File: config.mk
export PLATFORM = sky130hd
export DESIGN_NAME = pcm_serial_port
export DESIGN_NICKNAME = d
export VERILOG_FILES = /design/src/rtl/pcm_port_pkg.sv /design/src/rtl/pcm_sync.sv /design/src/rtl/pcm_tx_shift.sv /design/src/rtl/pcm_rx_shift.sv /design/src/rtl/pcm_serial_port.sv
export SDC_FILE = /design/constraint.sdc
export NUM_CORES = 1
export LEC_CHECK = 0
export BUFFER_PORTS_ARGS = -buffer_cell sky130_fd_sc_hd__buf_2
export CAP_MARGIN = 10
export CORE_ASPECT_RATIO = 0.6
export CORE_MARGIN = 2
export CORE_UTILIZATION = 52
export CTS_BUF_LIST = sky130_fd_sc_hd__clkbuf_4 sky130_fd_sc_hd__clkbuf_8
export CTS_CLUSTER_SIZE = 40
export DETAILED_ROUTE_END_ITERATION = 8
export GPL_ROUTABILITY_DRIVEN = 0
export MAX_ROUTING_LAYER = met4
export PLACE_DENSITY_LB_ADDON = 0.2
export REMOVE_ABC_BUFFERS = 1
export SKIP_LAST_GASP = 1
export SLEW_MARGIN = 40
export SYNTH_ARGS = -nofsm -noshare
export SYNTH_HDL_FRONTEND = slang
export SYNTH_SLANG_ARGS = --single-unit
File: constraint.sdc
create_clock -name clk -period 1.5 [get_ports clk]
set_clock_uncertainty 0.15 [all_clocks]
set_input_delay 0 -clock clk [delete_from_list [all_inputs] [get_ports clk]]
set_output_delay 0 -clock clk [all_outputs]
set_load 0.1 [all_outputs]
File: src/rtl/pcm_port_pkg.sv
// Package: pcm_port_pkg
// Shared types for the framed serial PCM port. Assumes nothing beyond
// IEEE 1800-2017 packages.
package pcm_port_pkg;

    // Role a strobe window takes, fixed at the edge that opens it
    typedef enum logic {
        WIN_PCM = 1'b0,
        WIN_CTL = 1'b1
    } win_kind_e;

endpackage

File: src/rtl/pcm_sync.sv
// Module: pcm_sync
// Multi-bit chain of synchronizer flops, one chain per input bit. Assumes
// each bit is independent and that inputs change slowly relative to clk,
// so bits travelling together stay aligned.
module pcm_sync #(
    parameter int         W       = 1,
    parameter int         STAGES  = 2,
    parameter logic [W-1:0] RST_VAL = '0
) (
    input  logic         clk,
    input  logic         rst_n,
    input  logic [W-1:0] d,
    output logic [W-1:0] q
);

    logic [W-1:0] stage_q [STAGES];

    genvar gi;
    generate
        for (gi = 0; gi < STAGES; gi++) begin : g_stage
            // Shift each flop of the chain one step toward the output
            always_ff @(posedge clk) begin
                if (!rst_n) begin
                    stage_q[gi] <= RST_VAL;
                end else begin
                    stage_q[gi] <= (gi == 0) ? d : stage_q[(gi == 0) ? 0 : gi - 1];
                end
            end
        end
    endgenerate

    assign q = stage_q[STAGES-1];

endmodule

File: src/rtl/pcm_tx_shift.sv
// Module: pcm_tx_shift
// Parallel-in serial-out register for the PCM output, MSB first. A load
// captures the word and drives its MSB. Each shift presents the next bit,
// and the shift after the last bit drops the enable. Assumes load, shift
// and abort come from bit-clock edge events.
module pcm_tx_shift #(
    parameter int W = 8
) (
    input  logic         clk,
    input  logic         rst_n,
    input  logic         load,
    input  logic         shift,
    input  logic         abort,
    input  logic [W-1:0] par_in,
    output logic         ser_out,
    output logic         ser_en
);

    localparam int              CW   = $clog2(W + 1);
    localparam logic [CW-1:0]   LAST = CW'(W);

    logic [W-1:0]  sr_q;
    logic [CW-1:0] sent_q;

    // Load, shift or stop the outgoing word
    always_ff @(posedge clk) begin
        if (!rst_n) begin
            sr_q   <= '0;
            sent_q <= '0;
            ser_en <= 1'b0;
        end else if (abort) begin
            ser_en <= 1'b0;
            sent_q <= '0;
        end else if (load) begin
            sr_q   <= par_in;
            sent_q <= CW'(1);
            ser_en <= 1'b1;
        end else if (shift && ser_en) begin
            if (sent_q == LAST) begin
                ser_en <= 1'b0;
            end else begin
                sr_q   <= {sr_q[W-2:0], 1'b0};
                sent_q <= sent_q + CW'(1);
            end
        end
    end

    assign ser_out = sr_q[W-1];

endmodule

File: src/rtl/pcm_rx_shift.sv
// Module: pcm_rx_shift
// Serial-in parallel-out register that gathers exactly W bits MSB first
// and pulses done with the last one. Further samples are ignored until the
// next clear. Assumes clear and sample never come in the same cycle.
module pcm_rx_shift #(
    parameter int W = 8
) (
    input  logic         clk,
    input  logic         rst_n,
    input  logic         clear,
    input  logic         sample,
    input  logic         ser_in,
    output logic [W-1:0] word,
    output logic         done
);

    localparam int            CW   = $clog2(W + 1);
    localparam logic [CW-1:0] LAST = CW'(W - 1);
    localparam logic [CW-1:0] FULL = CW'(W);

    logic [CW-1:0] got_q;

    // Gather bits and flag the final one
    always_ff @(posedge clk) begin
        if (!rst_n) begin
            word  <= '0;
            got_q <= '0;
            done  <= 1'b0;
        end else begin
            done <= 1'b0;
            if (clear) begin
                got_q <= '0;
            end else if (sample && (got_q < FULL)) begin
                word  <= {word[W-2:0], ser_in};
                got_q <= got_q + CW'(1);
                done  <= (got_q == LAST);
            end
        end
    end

endmodule

File: src/rtl/pcm_serial_port.sv
// Module: pcm_serial_port
// Serial side of one codec channel. It synchronizes the highway inputs,
// finds the bit-clock edges, opens a PCM or control window on the strobe,
// and routes the shift registers. Assumes the bit clock is at least about
// eight times slower than clk and that data is stable around each edge.
module pcm_serial_port
    import pcm_port_pkg::*;
#(
    parameter int WORD_W      = 8,
    parameter int SYNC_STAGES = 2
) (
    input  logic              clk,
    input  logic              rst_n,
    input  logic              bclk,
    input  logic              fs_n,
    input  logic              mode_ctl,
    input  logic [WORD_W-1:0] tx_word,
    input  logic              pcm_rx,
    input  logic              ctl_rx,
    output logic              pcm_tx,
    output logic              pcm_tx_en,
    output logic [WORD_W-1:0] rx_word,
    output logic              rx_valid,
    output logic [WORD_W-1:0] ctl_word
);

    localparam int NSYNC = 5;

    logic [NSYNC-1:0] raw_in;
    logic [NSYNC-1:0] syn;
    logic bclk_s, fs_s, mode_s, pcm_s, ctl_s;
    logic bclk_d;
    logic rise_ev, fall_ev;
    logic active_q, armed_q;
    win_kind_e win_q;
    logic win_ctl;
    logic open_ev, close_ev;
    logic [WORD_W-1:0] rx_sr;
    logic rx_done;

    assign raw_in = {bclk, fs_n, mode_ctl, pcm_rx, ctl_rx};

    pcm_sync #(
        .W      (NSYNC),
        .STAGES (SYNC_STAGES),
        .RST_VAL(5'b01000)
    ) u_sync (
        .clk  (clk),
        .rst_n(rst_n),
        .d    (raw_in),
        .q    (syn)
    );

    assign {bclk_s, fs_s, mode_s, pcm_s, ctl_s} = syn;

    // Delay the synchronized bit clock for edge detection
    always_ff @(posedge clk) begin
        if (!rst_n) bclk_d <= 1'b0;
        else        bclk_d <= bclk_s;
    end

    assign rise_ev  = bclk_s & ~bclk_d;
    assign fall_ev  = ~bclk_s & bclk_d;
    assign open_ev  = rise_ev & ~fs_s & armed_q & ~active_q;
    assign close_ev = rise_ev & fs_s;
    assign win_ctl  = (win_q == WIN_CTL);

    // Window sequencer: open on strobe low when armed, close and re-arm on strobe high
    always_ff @(posedge clk) begin
        if (!rst_n) begin
            active_q <= 1'b0;
            armed_q  <= 1'b1;
            win_q    <= WIN_PCM;
        end else if (close_ev) begin
            active_q <= 1'b0;
            armed_q  <= 1'b1;
        end else if (open_ev) begin
            active_q <= 1'b1;
            armed_q  <= 1'b0;
            win_q    <= mode_s ? WIN_CTL : WIN_PCM;
        end
    end

    pcm_tx_shift #(
        .W(WORD_W)
    ) u_tx (
        .clk    (clk),
        .rst_n  (rst_n),
        .load   (open_ev & ~mode_s),
        .shift  (rise_ev & active_q & ~win_ctl & ~fs_s),
        .abort  (close_ev),
        .par_in (tx_word),
        .ser_out(pcm_tx),
        .ser_en (pcm_tx_en)
    );

    pcm_rx_shift #(
        .W(WORD_W)
    ) u_rx (
        .clk   (clk),
        .rst_n (rst_n),
        .clear (open_ev),
        .sample(fall_ev & active_q),
        .ser_in(win_ctl ? ctl_s : pcm_s),
        .word  (rx_sr),
        .done  (rx_done)
    );

    // Deliver a completed word to the decoder or the control register
    always_ff @(posedge clk) begin
        if (!rst_n) begin
            rx_word  <= '0;
            rx_valid <= 1'b0;
            ctl_word <= '0;
        end else begin
            rx_valid <= 1'b0;
            if (rx_done) begin
                if (win_ctl) begin
                    ctl_word <= rx_sr;
                end else begin
                    rx_word  <= rx_sr;
                    rx_valid <= 1'b1;
                end
            end
        end
    end

endmodule

After elaboration in Yosys (flattened, before gate mapping)

Memory sizes are Yosys's and may differ from the RTL's.
Cells that the tools add are included.

Muxes and demuxes: 16
Reductions and logical operators: 17
Order comparisons: 1
Bitwise operators: 24
Add/subtract/negate cells: 2
Eq/ne operators: 3

Operator list:

| operator              | count |
|---|---|
| $mux W8               | 3 |
| $reduce_and A2 Y1     | 8 |
| $and A1 B1 Y1         | 11 |
| $mux W1               | 11 |
| $not A1 Y1            | 11 |
| $mux W5               | 2 |
| $add A4 B1 Y4 const B | 2 |
| $reduce_or A3 Y1      | 2 |
| $eq A4 B3 Y1 const B  | 1 |
| $eq A4 B4 Y1 const B  | 1 |
| $lt A4 B4 Y1 const B  | 1 |
| $reduce_bool A2 Y1    | 2 |
| $reduce_or A2 Y1      | 2 |
| $reduce_and A3 Y1     | 1 |
| $logic_and A1 B1 Y1   | 2 |
| $ne A2 B1 Y1 const B  | 1 |
| $or A1 B1 Y1          | 2 |

Memory bits (writable): 10
Logic and storage cells: 78
Memories: 1
Output and inout bits: 19
Bits of input ports: 15
Register bits after elaboration: 47

Memory list:

| name           | words | bits a word | rd ports | clocked after Yosys merged registers in | write ports | line           | RTL |
|---|---|---|---|---|---|---|---|
| u_sync.stage_q | 2     | 5           | 2        | 0                                       | 2           | pcm_sync.sv:16 | `logic [W-1:0] stage_q [STAGES];` |

Logic depth before layout (Yosys ltp)

Gate-level depths: netlist of run 1.

Depth after elaboration: 8
Mapped depth: 7
Depth with buffers taken out: 6

Modules after synthesis

A second synthesis of run 1 with hierarchy kept.

Cells, all modules: 251
Area total of the unflattened synthesis: 2361.0 um^2

Modules (own cells, without submodules):

| module          | seq. area each (um^2) | area each (um^2) | cells each | instances |
|---|---|---|---|---|
| pcm_serial_port | 420.4                 | 825.8            | 96         | 1 |
| pcm_tx_shift    | 260.2                 | 725.7            | 79         | 1 |
| pcm_rx_shift    | 260.2                 | 546.8            | 56         | 1 |
| pcm_sync        | 200.2                 | 262.8            | 20         | 1 |

Worst setup path before layout of run 1

OpenSTA, ideal clock, no wires.

Kind: reg-to-reg
Start point: register u_tx.ser_en
End point: register u_tx.sr_q[7]
Clock period less this slack: 1.957 ns
Path buffers: 1
Cell stages (with the launch flop): 5
Arrival time: 1.675 ns
Setup slack: -0.457 ns
Required time: 1.217 ns
Library setup time: 0.133 ns
Path through: dfxtp_1 nand4_4 buf_2 mux2i_1 a21oi_1

Longest elaborated chain between the ends: 3

RTL lines:

| item                                | line               | RTL |
|---|---|---|
| start, declared                     | pcm_tx_shift.sv:16 | `output logic ser_en` |
| start signal, assigned              | pcm_tx_shift.sv:30 | `ser_en <= 1'b0;` |
| start signal, assigned              | pcm_tx_shift.sv:32 | `ser_en <= 1'b0;` |
| start signal, assigned              | pcm_tx_shift.sv:37 | `ser_en <= 1'b1;` |
| $logic_and A1 B1 Y1                 | pcm_tx_shift.sv:38 | `end else if (shift && ser_en) begin` |
| $reduce_bool A2 Y1 (no source line) | -                  |  |
| $reduce_and A3 Y1 (no source line)  | -                  |  |
| end signal, assigned                | pcm_tx_shift.sv:35 | `sr_q <= par_in;` |
| end signal, assigned                | pcm_tx_shift.sv:42 | `sr_q <= {sr_q[W-2:0], 1'b0};` |
| end, declared                       | pcm_tx_shift.sv:22 | `logic [W-1:0] sr_q;` |

No other way between the ends.
A chain may end at the register's enable or synchronous reset.

Final worst setup path of run 1

Start point: register u_tx.sent_q[0]
End point: register u_tx.sent_q[0]

Longest elaborated chain between the ends: 4
Elaborated cells on any way between the ends: 7
Classes of those cells: add/sub: 1; eq/ne: 2; mux: 3; reduce/logical: 1

RTL lines:

| item                   | line               | RTL |
|---|---|---|
| start, declared        | pcm_tx_shift.sv:23 | `logic [CW-1:0] sent_q;` |
| start signal, assigned | pcm_tx_shift.sv:43 | `sent_q <= sent_q + CW'(1);` |
| $add A4 B1 Y4          | pcm_tx_shift.sv:43 |  |
| $mux W1                | pcm_tx_shift.sv:39 | `if (sent_q == LAST) begin` |
| $mux W1                | pcm_tx_shift.sv:38 |  |
| $mux W1                | pcm_tx_shift.sv:34 | `end else if (load) begin` |

Several ways; a longest one is shown, not always the timed one. The select of a mux whose other input is x is not followed.

==> results of run 1 <==
## state kept, by name, summed over array words and instances, names as in the netlist
signal	count
win_ctl	1
u_tx.ser_en	1
u_tx.sr_q	8
ctl_word	8
rx_valid	1
u_rx.got_q	4
u_rx.done	1
u_rx.word	8
armed_q	1
active_q	1
rx_word	8
u_tx.sent_q	4
u_sync.stage_q	10
bclk_d	1
## path summary, 6_finish.rpt
check                   endpoint  slack, ns  depth (start not counted)
setup / recovery  u_tx.sent_q[0]      -0.09                          7
hold / removal      u_tx.sr_q[0]       0.14                          4
setup reg to reg  u_tx.sent_q[0]      -0.09                          7
hold reg to reg       rx_word[1]       0.30                          2
## kinds of logic (layout without fill, tap and decap cells)
family,count (synthesis),after routing,share of synthesized area (%)
mux,18,18,8.59
fa+ha+maj,3,3,1.79
xor+xnor,3,3,1.25
simple gates,83,83,20.5
flops,57,57,54.4
compound gates,42,42,10.4
buf+inv,16,102,3.04
## layer usage
metal  routed length (um)  vias up  part of all wire [%]  GRT usage [%]
met4                   75        0                   1.5           10.3
met5                    0        -                     0              -
li1                     -      922                     -              -
met3                  195        9                   4.0           8.42
met1                 2330      847                    48           26.5
met2                 2270       35                    47           34.2
## final cells by class
class | count | area (um2) | share of cell area (%)
clock buffer | 13 | 154 | 5.13
multi-input combinational | 149 | 916 | 30.5
tap | 47 | 58.8 | 1.96
timing repair buffer | 82 | 648 | 21.6
clock inverter | 3 | 65.1 | 2.17
inverter | 4 | 15.0 | 0.500
sequential | 57 | 1150 | 38.2
## metrics by stage
step | util, % | setup WS, ns
after floorplan | - | -0.662
after global placement | 63.7 | -0.0221
after detailed placement | 63.7 | -0.0690
after CTS | 76.8 | -0.0216
after global routing | 79.8 | -0.155
final | 79.8 | -0.0872
## what timing repair did
action / in CTS / in global routing
endpoints found under the hold margin: 21 / 5
pin swaps: 2 / 5
resized for setup: 5 / 13
gates cloned: 0 / 1
hold buffers: 24 / 2
setup buffers: 3 / 4
setup endpoints to repair: 11 / 25
## worst min-delay path, cell delays in order
cell	delay, ns
buf_2	0.17
clkinv_1	0.06
buf_4	0.27
a21oi_1	0.06
## report_power, final
group | leakage, nW | internal (W) | switching, W | total (W)
Sequential | 0.463 | 0.00153 | 0.00000862 | 0.00154
Clock | 0.115 | 0.00101 | 0.000567 | 0.00157
Combinational | 0.709 | 0.0000779 | 0.0000583 | 0.000136
## cell usage after synthesis
library cell,instances
dfxtp_1,57
nand2_1,30
a21oi_1,29
mux2i_1,18
nor2_1,17
nand3_1,11
o21ai_0,10
and2_1,9
clkbuf_1,8
buf_2,3
ha_1,3
inv_1,3
nand2b_1,3
nand3b_1,3
nor2b_1,2
or3_1,2
xnor2_1,2
a211oi_1,1
a21o_1,1
a41oi_1,1
and4bb_2,1
buf_1,1
clkinv_1,1
nand4_1,1
nand4_4,1
nand4b_1,1
nor3b_1,1
nor3b_4,1
xor2_1,1
==> metrics.md, run 1 <==
| Metric | Value |
|---|---|
| Synthesized instance count | `222` |
| Worst setup path start | `u_tx.sent_q[0]` |
| Cell Area, Placed | `2400 um2` |
| # rows | `17` |
| Final WL | `4860 um` |
| Max-slew violations | `0` |
| Root Driver | `clkbuf_8` |
| CTS Sinks | `57` |
| Critical path class | `reg2reg` |
| Crit start category | `register` |
| Unrepaired setup endpoints after global routing | `yes` |
| Slowest cell on crit path | `dfxtp_2` |
| Core area | `3760 um2` |
| Synth warn | `0` |
| Hold WC Path Type | `in2reg` |
| CP Cell Sequence | `inv_2, ha_2, nand3b_1, nand4_4, buf_12, xnor2_2, a21oi_1` |
| Final worst slack | `-0.0872 ns` |
| Worst Setup End Kind | `register` |
| CP top delay family | `flip-flops` |
| Clk buf depth | `2` |
| Top post-synthesis cells by area | `dfxtp_1 (54%), mux2i_1 (8.6%), a21oi_1 (6.9%)` |
| Area leader, netlist | `dfxtp_1` |
| Die area | `4570 um2` |
| Diodes inserted | `0` |
| Starting Density | `55.7%` |
| Tot Pwr | `0.00325 W` |
| Fin crit share | `106%` |
| Failing checks | `setup timing` |
| Peak VDD IR | `0.874 mV` |
| Final ANT Viol Nets | `0` |
| DP Cell Count | `305` |
| CP arrival | `1.67 ns` |
| GRT Overall Usage | `22.4%` |
| Register area share after synthesis | `54.4%` |
| First DRT Iteration DRCs | `108` |
| Fin area | `3000 um2` |
| Io pins | `34` |
| DR DRC count | `0` |
| Fin crit period | `1.59 ns` |
| Setup-failing EPs final | `12` |
| RR Startpoint | `u_tx.sent_q[0]` |
| Post-Layout Cell Count | `355` |
| Pleak | `1.29 nW` |
| Final #Nets | `321` |
| HPWL after DPL | `2620 um` |
| Setup_tns | `-0.610 ns` |
| Endpoints failing hold | `0` |
| Worst hold start | `rst_n` |
| Fillers | `240` |
| Worst hold margin | `0.139 ns` |
| Die W | `86.0 um` |
| Mapped Area | `2100 um2` |
| Via density per instance | `5.11` |
| Fraction of layout cells with a size suffix above 1 | `27.6%` |
| Most frequent cells in the layout | `dfxtp_1 (53), buf_2 (33), nand2_1 (29), a21oi_1 (29), dlygate4sd3_1 (26)` |
| Vias in the first global route | `1668` |
| Routed WL per cell | `13.7 um` |
| IO Port Bufs | `33` |
| PwrDens | `1080 nW/um2` |
| Vias | `1813` |
| Area grow syn2layout | `43.2%` |
| CTS tree | `built` |
| CP Data Required Time | `1.59 ns` |
| Yosys reg bits | `57` |
| Die Y | `53.2 um` |
| Cts bufs inserted | `9` |
| Max Clock Freq | `630 MHz` |
| First-pass GRT wire length | `7310 um` |
| Clk Latency, worst-skew pair | `0.33 ns` |
| CP Max Fanout | `10` |
| Grt ovf | `0` |
| Synth top area share | `54.4%` |
| Max Cap Viol | `0` |
| Initial antenna violation count | `0` |
| Reg clk slew, reported paths | `0.06 ns` |
| Post-Syn Area per Cell | `9.45 um2` |
| Largest net degree at the start of global routing | `28` |
| H-tree levels | `3` |
| Worst Path Buf+Inv | `2` |
| Router iterations before antenna repair | `4` |
| Cell variety after synth | `29` |
| Worst slew margin | `67.5%` |
| Status | `finished, violations left` |
| Commonest non-fill, non-tap cell in the layout | `dfxtp_1` |
| Crit-path max cell delay | `0.33 ns` |
| Measured slew at the worst slew-check pin | `0.490 ns` |
Note: power is estimated with default switching activity, not from simulation.
==> run 2, diff against run 1 <==
--- a/config.mk
+++ b/config.mk
@@ -15,7 +15,7 @@
 export DETAILED_ROUTE_END_ITERATION = 8
 export GPL_ROUTABILITY_DRIVEN = 0
 export MAX_ROUTING_LAYER = met4
-export PLACE_DENSITY_LB_ADDON = 0.2
+export PLACE_DENSITY = 0.74
 export REMOVE_ABC_BUFFERS = 1
 export SKIP_LAST_GASP = 1
 export SLEW_MARGIN = 40
==> run 2 against run 1 <==
The run still ends with setup timing left. Register-to-register slack barely moved. Non-clock buffer count fell by 8. Wire length rose by 2.7%. Clock-buffer cell count fell by 2. Largest power group unchanged.
==> metrics.md, run 2 (synthesized netlist as in run 1, its figures left out) <==
| Metric | Value |
|---|---|
| Max Clock Freq | `628 MHz (-0.39%)` |
| Commonest non-fill, non-tap cell in the layout | `dfxtp_1` |
| Max Cap Viol | `0 (unchanged)` |
| Hold WC Path Type | `reg2reg` |
| Util after Layout | `78.9% (-0.90 points)` |
| Tot Pwr | `0.00329 W (+1.0%)` |
| Fin crit period | `1.59 ns (+0.00616 ns)` |
| Most frequent cells in the layout | `dfxtp_1 (52), buf_2 (33), nand2_1 (29)` |
| Via density per instance | `5.15 (+0.84%)` |
| Clk Latency, worst-skew pair | `0.34 ns (about the same)` |
| Io pins | `34 (unchanged)` |
| CP Cell Sequence | `inv_2, ha_4, nand3b_1, nand4_4, or3_4, a21oi_2` |
| Register bank with the most flops | `u_sync.stage_q` |
| CP Data Required Time | `1.62 ns (+0.03 ns)` |
| First DRT Iteration DRCs | `98 (-9.3%)` |
| Vias | `1787 (-1.4%)` |
| Setup-failing EPs final | `22 (+10)` |
| Place WS | `-0.105 ns (-0.0364 ns)` |
| Starting Density | `55.7% (unchanged)` |
| Logic gate share of total power | `3.8% (-0.4 points)` |
| Switch Pwr | `0.000666 W (+5.1%)` |
| Final #Nets | `313 (-2.5%)` |
| IO Port Bufs | `33 (unchanged)` |
| Worst setup path start | `u_tx.sent_q[0]` |
| Routed WL per cell | `14.4 um (+5.1%)` |
| CP arrival | `1.71 ns (+0.04 ns)` |
| Reg clk slew, reported paths | `0.06 ns (about the same)` |
| Router iterations before antenna repair | `4 (unchanged)` |
| Peak VDD IR | `0.730 mV (-17%)` |
| Max-slew violations | `0 (unchanged)` |
| CTS Sinks | `57 (unchanged)` |
| First-pass GRT wire length | `7370 um (+0.85%)` |
| Die W | `86.0 um (unchanged)` |
| Die area | `4570 um2 (unchanged)` |
| Final WL | `4990 um (+2.7%)` |
| HPWL after DPL | `2700 um (+3.2%)` |
| Worst hold margin | `0.255 ns (+0.116 ns)` |
| Sw frac | `20.3% (+0.78 points)` |
| Largest net degree at the start of global routing | `28 (unchanged)` |
| Internal power | `0.00262 W (about the same)` |
| Final ANT Viol Nets | `0 (unchanged)` |
| Status | `finished, violations left` |
| CP Max Fanout | `6 (-4)` |
| Crit start category | `register` |
| Number of flip-flops in the largest register | `10 (unchanged)` |
| # rows | `17 (unchanged)` |
| Core area | `3760 um2 (unchanged)` |
| Grt ovf | `0 (unchanged)` |
| Fin crit share | `106% (+0.41 points)` |
| Diodes inserted | `0 (unchanged)` |
| Fraction of layout cells with a size suffix above 1 | `29.0% (+1.4 points)` |
| Die Y | `53.2 um (unchanged)` |
| Critical path class | `reg2reg` |
| RR Startpoint | `u_tx.sent_q[0]` |
| Clk buf depth | `2 (unchanged)` |
| Sequential group share of total power | `46.9% (-0.5 points)` |
| Unrepaired setup endpoints after global routing | `yes` |
| Crit-path max cell delay | `0.41 ns (+0.08 ns)` |
| Pleak | `1.26 nW (-2.3%)` |
| Final worst slack | `-0.0933 ns (-0.00616 ns)` |
| Slowest cell on crit path | `or3_4` |
| CP top delay family | `simple AND/OR/NAND/NOR gates` |
| GRT Overall Usage | `22.5% (+0.098 points)` |
| Vias in the first global route | `1614 (-3.2%)` |
| PwrDens | `1110 nW/um2 (+2.2%)` |
| DR DRC count | `0 (unchanged)` |
| Worst hold start | `u_sync.stage_q[0][3]` |
| Measured slew at the worst slew-check pin | `0.494 ns (+0.00366 ns)` |
| Worst Setup End Kind | `register` |
| Failing checks | `setup timing` |
| Worst slew margin | `67.3% (-0.24 points)` |
| Endpoints failing hold | `0 (unchanged)` |
| Root Driver | `clkbuf_8` |
| Area grow syn2layout | `41.6%` |
| Clock share of power | `49.3% (+0.9 points)` |
| H-tree levels | `3 (unchanged)` |
| Worst Path Buf+Inv | `1 (-1)` |
| CTS tree | `built` |
| Initial antenna violation count | `0 (unchanged)` |
| Cts bufs inserted | `9 (unchanged)` |
## run 2: cell types whose count changed in the layout (fill, tap and decap cells not counted), moves of 2 or more
cell | before | now
o21ai_0 | 8 | 10
buf_6 | 2 | 0
clkbuf_8 | 9 | 11
dlygate4sd3_1 | 26 | 19
clkbuf_4 | 4 | 0
## run 2: metrics by stage
stage / cell area [um2] / setup TNS [ns] / cells
after global routing: 2970 / -2.36 / 347
after CTS: 2840 / -0.0196 / 340
after floorplan: 2050 / -5.97 / 210
final: 2970 / -0.902 / 347
after detailed placement: 2390 / -0.661 / 303
after global placement: 2390 / -0.0310 / 303
## run 2: routing by layer
layer	wire length [um]	global-route usage, %	share of wire, %
met3	295	8.89	5.9
met4	38	7.14	0.76
met1	2380	27.3	48
met5	0	-	0
met2	2280	34.8	46
## run 2: power groups by stage
stage | registers [W] | clock network (W) | logic [W]
floorplan | 0.00157 | 0 | 0.0000354
global route | 0.00154 | 0.00171 | 0.000135
CTS | 0.00154 | 0.00164 | 0.000116
global placement | 0.00157 | 0 | 0.0000770
finish | 0.00154 | 0.00162 | 0.000124
detailed placement | 0.00157 | 0 | 0.0000787
## run 2: worst register-to-register path, stage by stage (launching register included)
cell and delay [ns]:
dfxtp_2 0.34, inv_2 0.05, ha_4 0.14, nand3b_1 0.14
nand4_4 0.18, or3_4 0.41, a21oi_2 0.11
## run 2: worst paths after layout
kind                                        endpoint  slack (ns)  cells past startpoint
worst min-delay path            u_sync.stage_q[1][3]        0.26                      1
worst min register to register  u_sync.stage_q[1][3]        0.26                      1
worst max register to register        u_tx.sent_q[2]       -0.09                      6
worst max-delay path                  u_tx.sent_q[2]       -0.09                      6
## run 2: layout make-up
| cell class | count | area (um2) |
|---|---|---|
| tap | 47 | 58.8 |
| clock buffer | 11 | 151 |
| multi-input combinational | 149 | 926 |
| timing repair buffer | 74 | 593 |
| clock inverter | 5 | 77.6 |
| fill | 228 | 796 |
| inverter | 4 | 15.0 |
| sequential | 57 | 1150 |
## run 2: repair_timing
action,in CTS,in global routing
endpoints found under the setup margin,12,19
pin swaps,4,11
hold endpoints to repair,20,0
buffers inserted,2,5
gates cloned,0,2
gates resized for setup,4,13
hold buffers,19,0
